--- src/rtl/tcf_pkg.sv ---
`timescale 1ns/1ps
// Package: shared cycle decode for the tag compare and fill unit.
// Assumes the select, write strobe and data enable are sampled on the same edge.
package tcf_pkg;

    typedef enum logic [1:0] {
        OP_IDLE  = 2'd0,
        OP_READ  = 2'd1,
        OP_WRITE = 2'd2,
        OP_FILL  = 2'd3
    } op_e;

    // Classify one sampled command.
    function automatic op_e decode_op(input logic sel, input logic wr_n, input logic din_en);
        if (!sel)
            return OP_IDLE;
        else if (wr_n)
            return OP_READ;
        else if (din_en)
            return OP_WRITE;
        else
            return OP_FILL;
    endfunction

endpackage

--- src/rtl/tcf_in_reg.sv ---
`timescale 1ns/1ps
// Module: input data register. It loads on edges with load=1 and holds otherwise.
// Assumes a synchronous active-low reset that clears the register to zero.
module tcf_in_reg #(
    parameter int W = 18
) (
    input  logic         clk,
    input  logic         rst_n,
    input  logic         load,
    input  logic [W-1:0] d,
    output logic [W-1:0] q
);

    // Capture the bus value only when enabled.
    always_ff @(posedge clk) begin
        if (!rst_n)
            q <= '0;
        else if (load)
            q <= d;
    end

endmodule

--- src/rtl/tcf_array.sv ---
`timescale 1ns/1ps
// Module: word storage with one synchronous write port and one combinational read port.
// Assumes the storage is not reset; callers write a word before reading it.
module tcf_array #(
    parameter int W  = 18,
    parameter int AW = 4
) (
    input  logic          clk,
    input  logic          we,
    input  logic [AW-1:0] waddr,
    input  logic [W-1:0]  wdata,
    input  logic [AW-1:0] raddr,
    output logic [W-1:0]  rdata
);

    localparam int DEPTH = 1 << AW;

    logic [W-1:0] mem [DEPTH];

    // Store the selected write data on the edge.
    always_ff @(posedge clk) begin
        if (we)
            mem[waddr] <= wdata;
    end

    // Present the word at the registered read address.
    always_comb rdata = mem[raddr];

endmodule

--- src/rtl/tcf_out_stage.sv ---
`timescale 1ns/1ps
// Module: result stage shared by read data and the match flag.
// Flow mode passes the first-stage result straight through; pipelined mode adds one register.
// Assumes flow_mode changes only between commands.
module tcf_out_stage #(
    parameter int W = 18
) (
    input  logic         clk,
    input  logic         rst_n,
    input  logic         flow_mode,
    input  logic         s1_match,
    input  logic         s1_vld,
    input  logic [W-1:0] s1_data,
    output logic         out_match,
    output logic         out_vld,
    output logic [W-1:0] out_data
);

    logic         s2_match;
    logic         s2_vld;
    logic [W-1:0] s2_data;

    // Second stage for pipelined timing; the match flag idles high.
    always_ff @(posedge clk) begin
        if (!rst_n) begin
            s2_match <= 1'b1;
            s2_vld   <= 1'b0;
            s2_data  <= '0;
        end else begin
            s2_match <= s1_match;
            s2_vld   <= s1_vld;
            s2_data  <= s1_data;
        end
    end

    // Pick the stage that matches the timing mode.
    always_comb begin
        if (flow_mode) begin
            out_match = s1_match;
            out_vld   = s1_vld;
            out_data  = s1_data;
        end else begin
            out_match = s2_match;
            out_vld   = s2_vld;
            out_data  = s2_data;
        end
    end

endmodule

--- src/rtl/tag_cmp_fill.sv ---
`timescale 1ns/1ps
// Module: tag compare and fill unit (top).
// Decodes read, write and fill cycles and gates the input data register with din_en.
// Compares the addressed word with the registered tag and times the results by flow_mode.
// Assumes synchronous inputs except oe and moe, which gate the outputs directly.
module tag_cmp_fill
    import tcf_pkg::*;
#(
    parameter int DATA_W = 18,
    parameter int ADDR_W = 4
) (
    input  logic              clk,
    input  logic              rst_n,
    input  logic              sel,
    input  logic              wr_n,
    input  logic              din_en,
    input  logic              oe,
    input  logic              moe,
    input  logic              flow_mode,
    input  logic [ADDR_W-1:0] addr,
    input  logic [DATA_W-1:0] wdata,
    output logic [DATA_W-1:0] rdata,
    output logic              rdata_en,
    output logic              match_out,
    output logic              match_en
);

    op_e               op;
    logic [DATA_W-1:0] in_q;
    logic              arr_we;
    logic [DATA_W-1:0] arr_wdata;
    logic [ADDR_W-1:0] addr_q;
    logic              rd_q;
    logic [DATA_W-1:0] word;
    logic              s1_match;
    logic              out_vld;

    // Classify the command on the bus.
    always_comb op = decode_op(sel, wr_n, din_en);

    tcf_in_reg #(.W(DATA_W)) u_in_reg (
        .clk   (clk),
        .rst_n (rst_n),
        .load  (din_en),
        .d     (wdata),
        .q     (in_q)
    );

    // A fill writes the held tag; a normal write takes the bus.
    always_comb begin
        arr_we    = (op == OP_WRITE) || (op == OP_FILL);
        arr_wdata = (op == OP_FILL) ? in_q : wdata;
    end

    tcf_array #(.W(DATA_W), .AW(ADDR_W)) u_array (
        .clk   (clk),
        .we    (arr_we),
        .waddr (addr),
        .wdata (arr_wdata),
        .raddr (addr_q),
        .rdata (word)
    );

    // First result stage: register the address and whether it was a read.
    always_ff @(posedge clk) begin
        if (!rst_n) begin
            addr_q <= '0;
            rd_q   <= 1'b0;
        end else begin
            addr_q <= addr;
            rd_q   <= (op == OP_READ);
        end
    end

    // Full-width equality for reads; non-read slots report high.
    always_comb s1_match = rd_q ? (word == in_q) : 1'b1;

    tcf_out_stage #(.W(DATA_W)) u_out (
        .clk       (clk),
        .rst_n     (rst_n),
        .flow_mode (flow_mode),
        .s1_match  (s1_match),
        .s1_vld    (rd_q),
        .s1_data   (word),
        .out_match (match_out),
        .out_vld   (out_vld),
        .out_data  (rdata)
    );

    // Enable pins act without a clock.
    always_comb begin
        rdata_en = oe & out_vld;
        match_en = moe;
    end

endmodule

--- config.mk ---
export PLATFORM = sky130hd
export DESIGN_NAME = tag_cmp_fill
export DESIGN_NICKNAME = d
export VERILOG_FILES = /design/src/rtl/tcf_pkg.sv /design/src/rtl/tcf_in_reg.sv /design/src/rtl/tcf_array.sv /design/src/rtl/tcf_out_stage.sv /design/src/rtl/tag_cmp_fill.sv
export SDC_FILE = /design/constraint.sdc
export NUM_CORES = 1
export LEC_CHECK = 0
export BUFFER_PORTS_ARGS = -buffer_cell sky130_fd_sc_hd__buf_2
export CAP_MARGIN = 40
export CORE_MARGIN = 2
export CORE_UTILIZATION = 54
export CTS_CLUSTER_SIZE = 25
export DETAILED_ROUTE_END_ITERATION = 10
export PLACE_DENSITY = 0.67
export SETUP_SLACK_MARGIN = 0.3
export SLEW_MARGIN = 20
export SYNTH_ARGS = -nofsm -noshare
export SYNTH_HDL_FRONTEND = slang
export SYNTH_HIERARCHICAL = 1
export SYNTH_SLANG_ARGS = --single-unit
--- constraint.sdc ---
create_clock -name clk -period 3.92 [get_ports clk]
set_input_delay 0.392 -clock clk [delete_from_list [all_inputs] [get_ports clk]]
set_output_delay 0.392 -clock clk [all_outputs]
set_load 0.01 [all_outputs]
==> out/metrics.csv <==
metric,value,unit
Core Box Area,24110,sq um
final standard cell utilization of the core,63.96,%
average wire per cell in the routed design,27.41,microns
Final Hold Fails,0,
critical path class,register to output pin,
count of vias placed by the detailed router,6609,
"EDFF count, synth",288,
height of the die,159.9,microns
router iterations before antenna repair,4,
RSZ-0062 raised after global routing,yes,
clock buffers created by TritonCTS,34,
gr ovfl total,0,
DIE AREA,25570,sq um
result of the run,finished clean,
category of the worst setup path launch point,register,
peak ir drop on the vdd network,307.2,uV
async set-or-reset flop fraction in the synthesized netlist,0,%
clock skew,0.02184,ns
final-stage net count,776,
commonest cells in the synthesized netlist,"sky130_fd_sc_hd__edfxtp_1 (288), sky130_fd_sc_hd__mux4_2 (50), sky130_fd_sc_hd__dfxtp_1 (43), sky130_fd_sc_hd__a22oi_1 (36), sky130_fd_sc_hd__and2_1 (25)",
net switching power of the design,1.639,mW
number of cell rows,57,
internal power of the cells,6.089,mW
Max Root-Sink Buffers,3,
nets in the synthesized netlist,673,
Tot GR Track Use,24.08,%
prevailing post-synth register cell,sky130_fd_sc_hd__edfxtp_1,
DRC violation count after routing,0,
largest net degree at the start of global routing,73,
number of maximum-capacitance constraint violations,0,
routability-driven placement congestion ratio,0.7848,
share of post-route cells with drive strength above 1,38.44,%
proportion of power drawn by combinational gates,7.4,%
max-slew violation count,0,
antenna-violating nets left,0,
hold bufs inserted after CTS,0,
Top-Level Pins,51,
total of endpoints with negative setup slack in the final report,0,
combined area of all synthesized cells,13120,sq um
Root Buffer Master,sky130_fd_sc_hd__clkbuf_16,
Rel. slew slack,44.50,%
top area cells in the synthesized netlist,"sky130_fd_sc_hd__edfxtp_1 (66%), sky130_fd_sc_hd__mux4_2 (8.6%), sky130_fd_sc_hd__dfxtp_1 (6.6%)",
pwr/cell area,501.3,nW/um^2
count of synthesis-stage warnings from yosys,6,
highest attainable clock frequency,265.6,MHz
wire length of the first global-routing pass,44550,microns
transition time of the tightest slew-check pin,0.8281,ns
data required time of the critical path,3.53,ns
register bit count reported by yosys,331,
fin area,15420,sq um
area delta synth->final,17.48,%
number of levels in the clock H-tree,2,
instance area after placement,13860,sq um
crit share post-route,96.04,%
number of unique standard cell types used by synthesis,31,
TritonCTS sink count,331,
routed via count divided by cell count,6.036,
Crit. End Element,output pin,
placed wire-length estimate after detailed placement,17220,microns
total chip power,7.729,mW
clock share of power,41.9,%
largest area contributor in the netlist,sky130_fd_sc_hd__edfxtp_1,
clock latency on the worst-skew pair,0.51,ns
class of the tightest hold or removal check,input port to register,
Syn Area/Cell,20.41,sq um
maximum fanout encountered on the critical timing path,7,
share of total power in sequential cells,50.7,%
Filler Cell Count,1656,
proportion of netlist area held by the largest area contributor,65.90,%
minimum clock period,3.765,ns
clock tree from TritonCTS,yes,
number of antenna violations at the first check in global routing,0,
minimum setup slack among reg-to-reg paths,1.14,ns
First DRT Iteration DRCs,654,
most instantiated library cell after synthesis,sky130_fd_sc_hd__edfxtp_1,
Pleak,5.257,nW
post-synthesis instance total,643,
arrival time of the worst setup path,3.37,ns
starting utilization of the core area,54.44,%
fraction of power spent switching nets,21.21,%
sequential share of the synthesized area,72.46,%
total wire length after detailed routing,30020,microns
vias in the first global route,6862,
number of buffers added on ports,48,
horizontal die dimension,159.9,microns
clock-pin transition on the worst setup and hold timing paths,0.06,ns
critical path: stages (launching register included):
cell and delay [ns]:
sky130_fd_sc_hd__dfxtp_4 0.45, sky130_fd_sc_hd__buf_4 0.22, sky130_fd_sc_hd__mux4_2 0.51, sky130_fd_sc_hd__a22oi_1 0.30, sky130_fd_sc_hd__nand2_2 0.14, sky130_fd_sc_hd__xor2_1 0.18, sky130_fd_sc_hd__nor4_2 0.29, sky130_fd_sc_hd__nand3_1 0.11
sky130_fd_sc_hd__o41ai_2 0.35, sky130_fd_sc_hd__mux2_4 0.21, sky130_fd_sc_hd__buf_6 0.09
path summary, 6_finish.rpt:
kind,start,endpoint,cells past startpoint
worst min-delay path,sel,rd_q,2
worst max register to register,addr_q[0],u_out/s2_match,9
worst min register to register,rd_q,u_out/s2_vld,1
worst max-delay path,addr_q[0],match_out,10
layout make-up:
class | instances | area, sq um | area share [%]
Clock buffer | 42 | 954.7 | 6.192
Antenna cell | 1 | 2.502 | 0.01623
Timing Repair Buffer | 100 | 797.0 | 5.169
Tap cell | 324 | 405.4 | 2.629
Clock inverter | 18 | 180.2 | 1.169
Multi-Input combinational cell | 279 | 3565 | 23.12
Sequential cell | 331 | 9514 | 61.71
cells by family after synthesis:
| group | count (synthesis) | share of synthesized area, % |
|---|---|---|
| AOI/OAI and AO/OA | 37 | 2.183 |
| xor gates and xnor gates | 18 | 1.201 |
| buffers and inverters | 33 | 1.792 |
| DFF | 331 | 72.46 |
| muxes | 128 | 18.30 |
| and+or+nand+nor | 96 | 4.062 |
cell usage in the layout, fill, tap and decap left out, types with 4 or more instances in the layout:
master / count
sky130_fd_sc_hd__a22oi_1: 21
sky130_fd_sc_hd__dfxtp_1: 41
sky130_fd_sc_hd__edfxtp_1: 288
sky130_fd_sc_hd__buf_6: 5
sky130_fd_sc_hd__mux2_4: 24
sky130_fd_sc_hd__nand2_1: 9
sky130_fd_sc_hd__nor3_2: 4
sky130_fd_sc_hd__buf_2: 46
sky130_fd_sc_hd__xor2_1: 14
sky130_fd_sc_hd__nand2_2: 10
sky130_fd_sc_hd__clkinvlp_4: 5
sky130_fd_sc_hd__clkinv_2: 4
sky130_fd_sc_hd__mux2_2: 14
sky130_fd_sc_hd__clkinv_1: 4
sky130_fd_sc_hd__a22oi_2: 15
sky130_fd_sc_hd__clkbuf_1: 4
sky130_fd_sc_hd__buf_4: 39
sky130_fd_sc_hd__and2_1: 25
sky130_fd_sc_hd__nor2b_1: 20
sky130_fd_sc_hd__clkbuf_16: 37
sky130_fd_sc_hd__mux2i_1: 18
sky130_fd_sc_hd__mux4_2: 53
sky130_fd_sc_hd__mux4_1: 19
sky130_fd_sc_hd__nor2_2: 11
sky130_fd_sc_hd__buf_12: 6
repair_timing:
| action | in CTS | in global routing |
|---|---|---|
| gates cloned | 3 | 0 |
| buffers inserted | 15 | 4 |
| gates resized for setup | 31 | 13 |
| pin swaps | 13 | 12 |
| setup endpoints to repair | 1 | 2 |
metal layers:
layer	up-vias	part of all wire, %	global-route usage [%]
met5	-	0	0
met4	0	3.5	8.968
met3	74	6.9	3.792
met2	285	49	38.82
met1	3433	41	33.83
li1	2817	-	-
power groups by stage:
| stage | combinational [mW] | sequential, mW | clock, mW |
|---|---|---|---|
| after floorplan | 0.338 | 3.99 | 0 |
| after global placement | 0.486 | 3.99 | 0 |
| after detailed placement | 0.501 | 4.00 | 0 |
| after CTS | 0.556 | 3.92 | 3.29 |
| after global routing | 0.608 | 3.92 | 3.44 |
| final | 0.572 | 3.92 | 3.23 |
state kept, by name, indices dropped and copies added (netlist names):
signal	cells
u_in_reg/q	18
u_out/s2_match	1
u_out/s2_vld	1
u_array/mem	288
u_out/s2_data	18
addr_q	4
rd_q	1
per-stage QoR:
stage               instances  worst slack (ns)  setup TNS (ns)  hold slack (ns)
floorplan                 643             1.097               0           0.4619
global placement         1011            0.4712               0           0.5096
detailed placement       1011            0.4622               0           0.5152
CTS                      1089            0.2382               0           0.1310
global route             1094          -0.01113        -0.01113           0.1447
finish                   1095            0.1553               0           0.1485
Note: power is estimated with default switching activity, not from simulation.
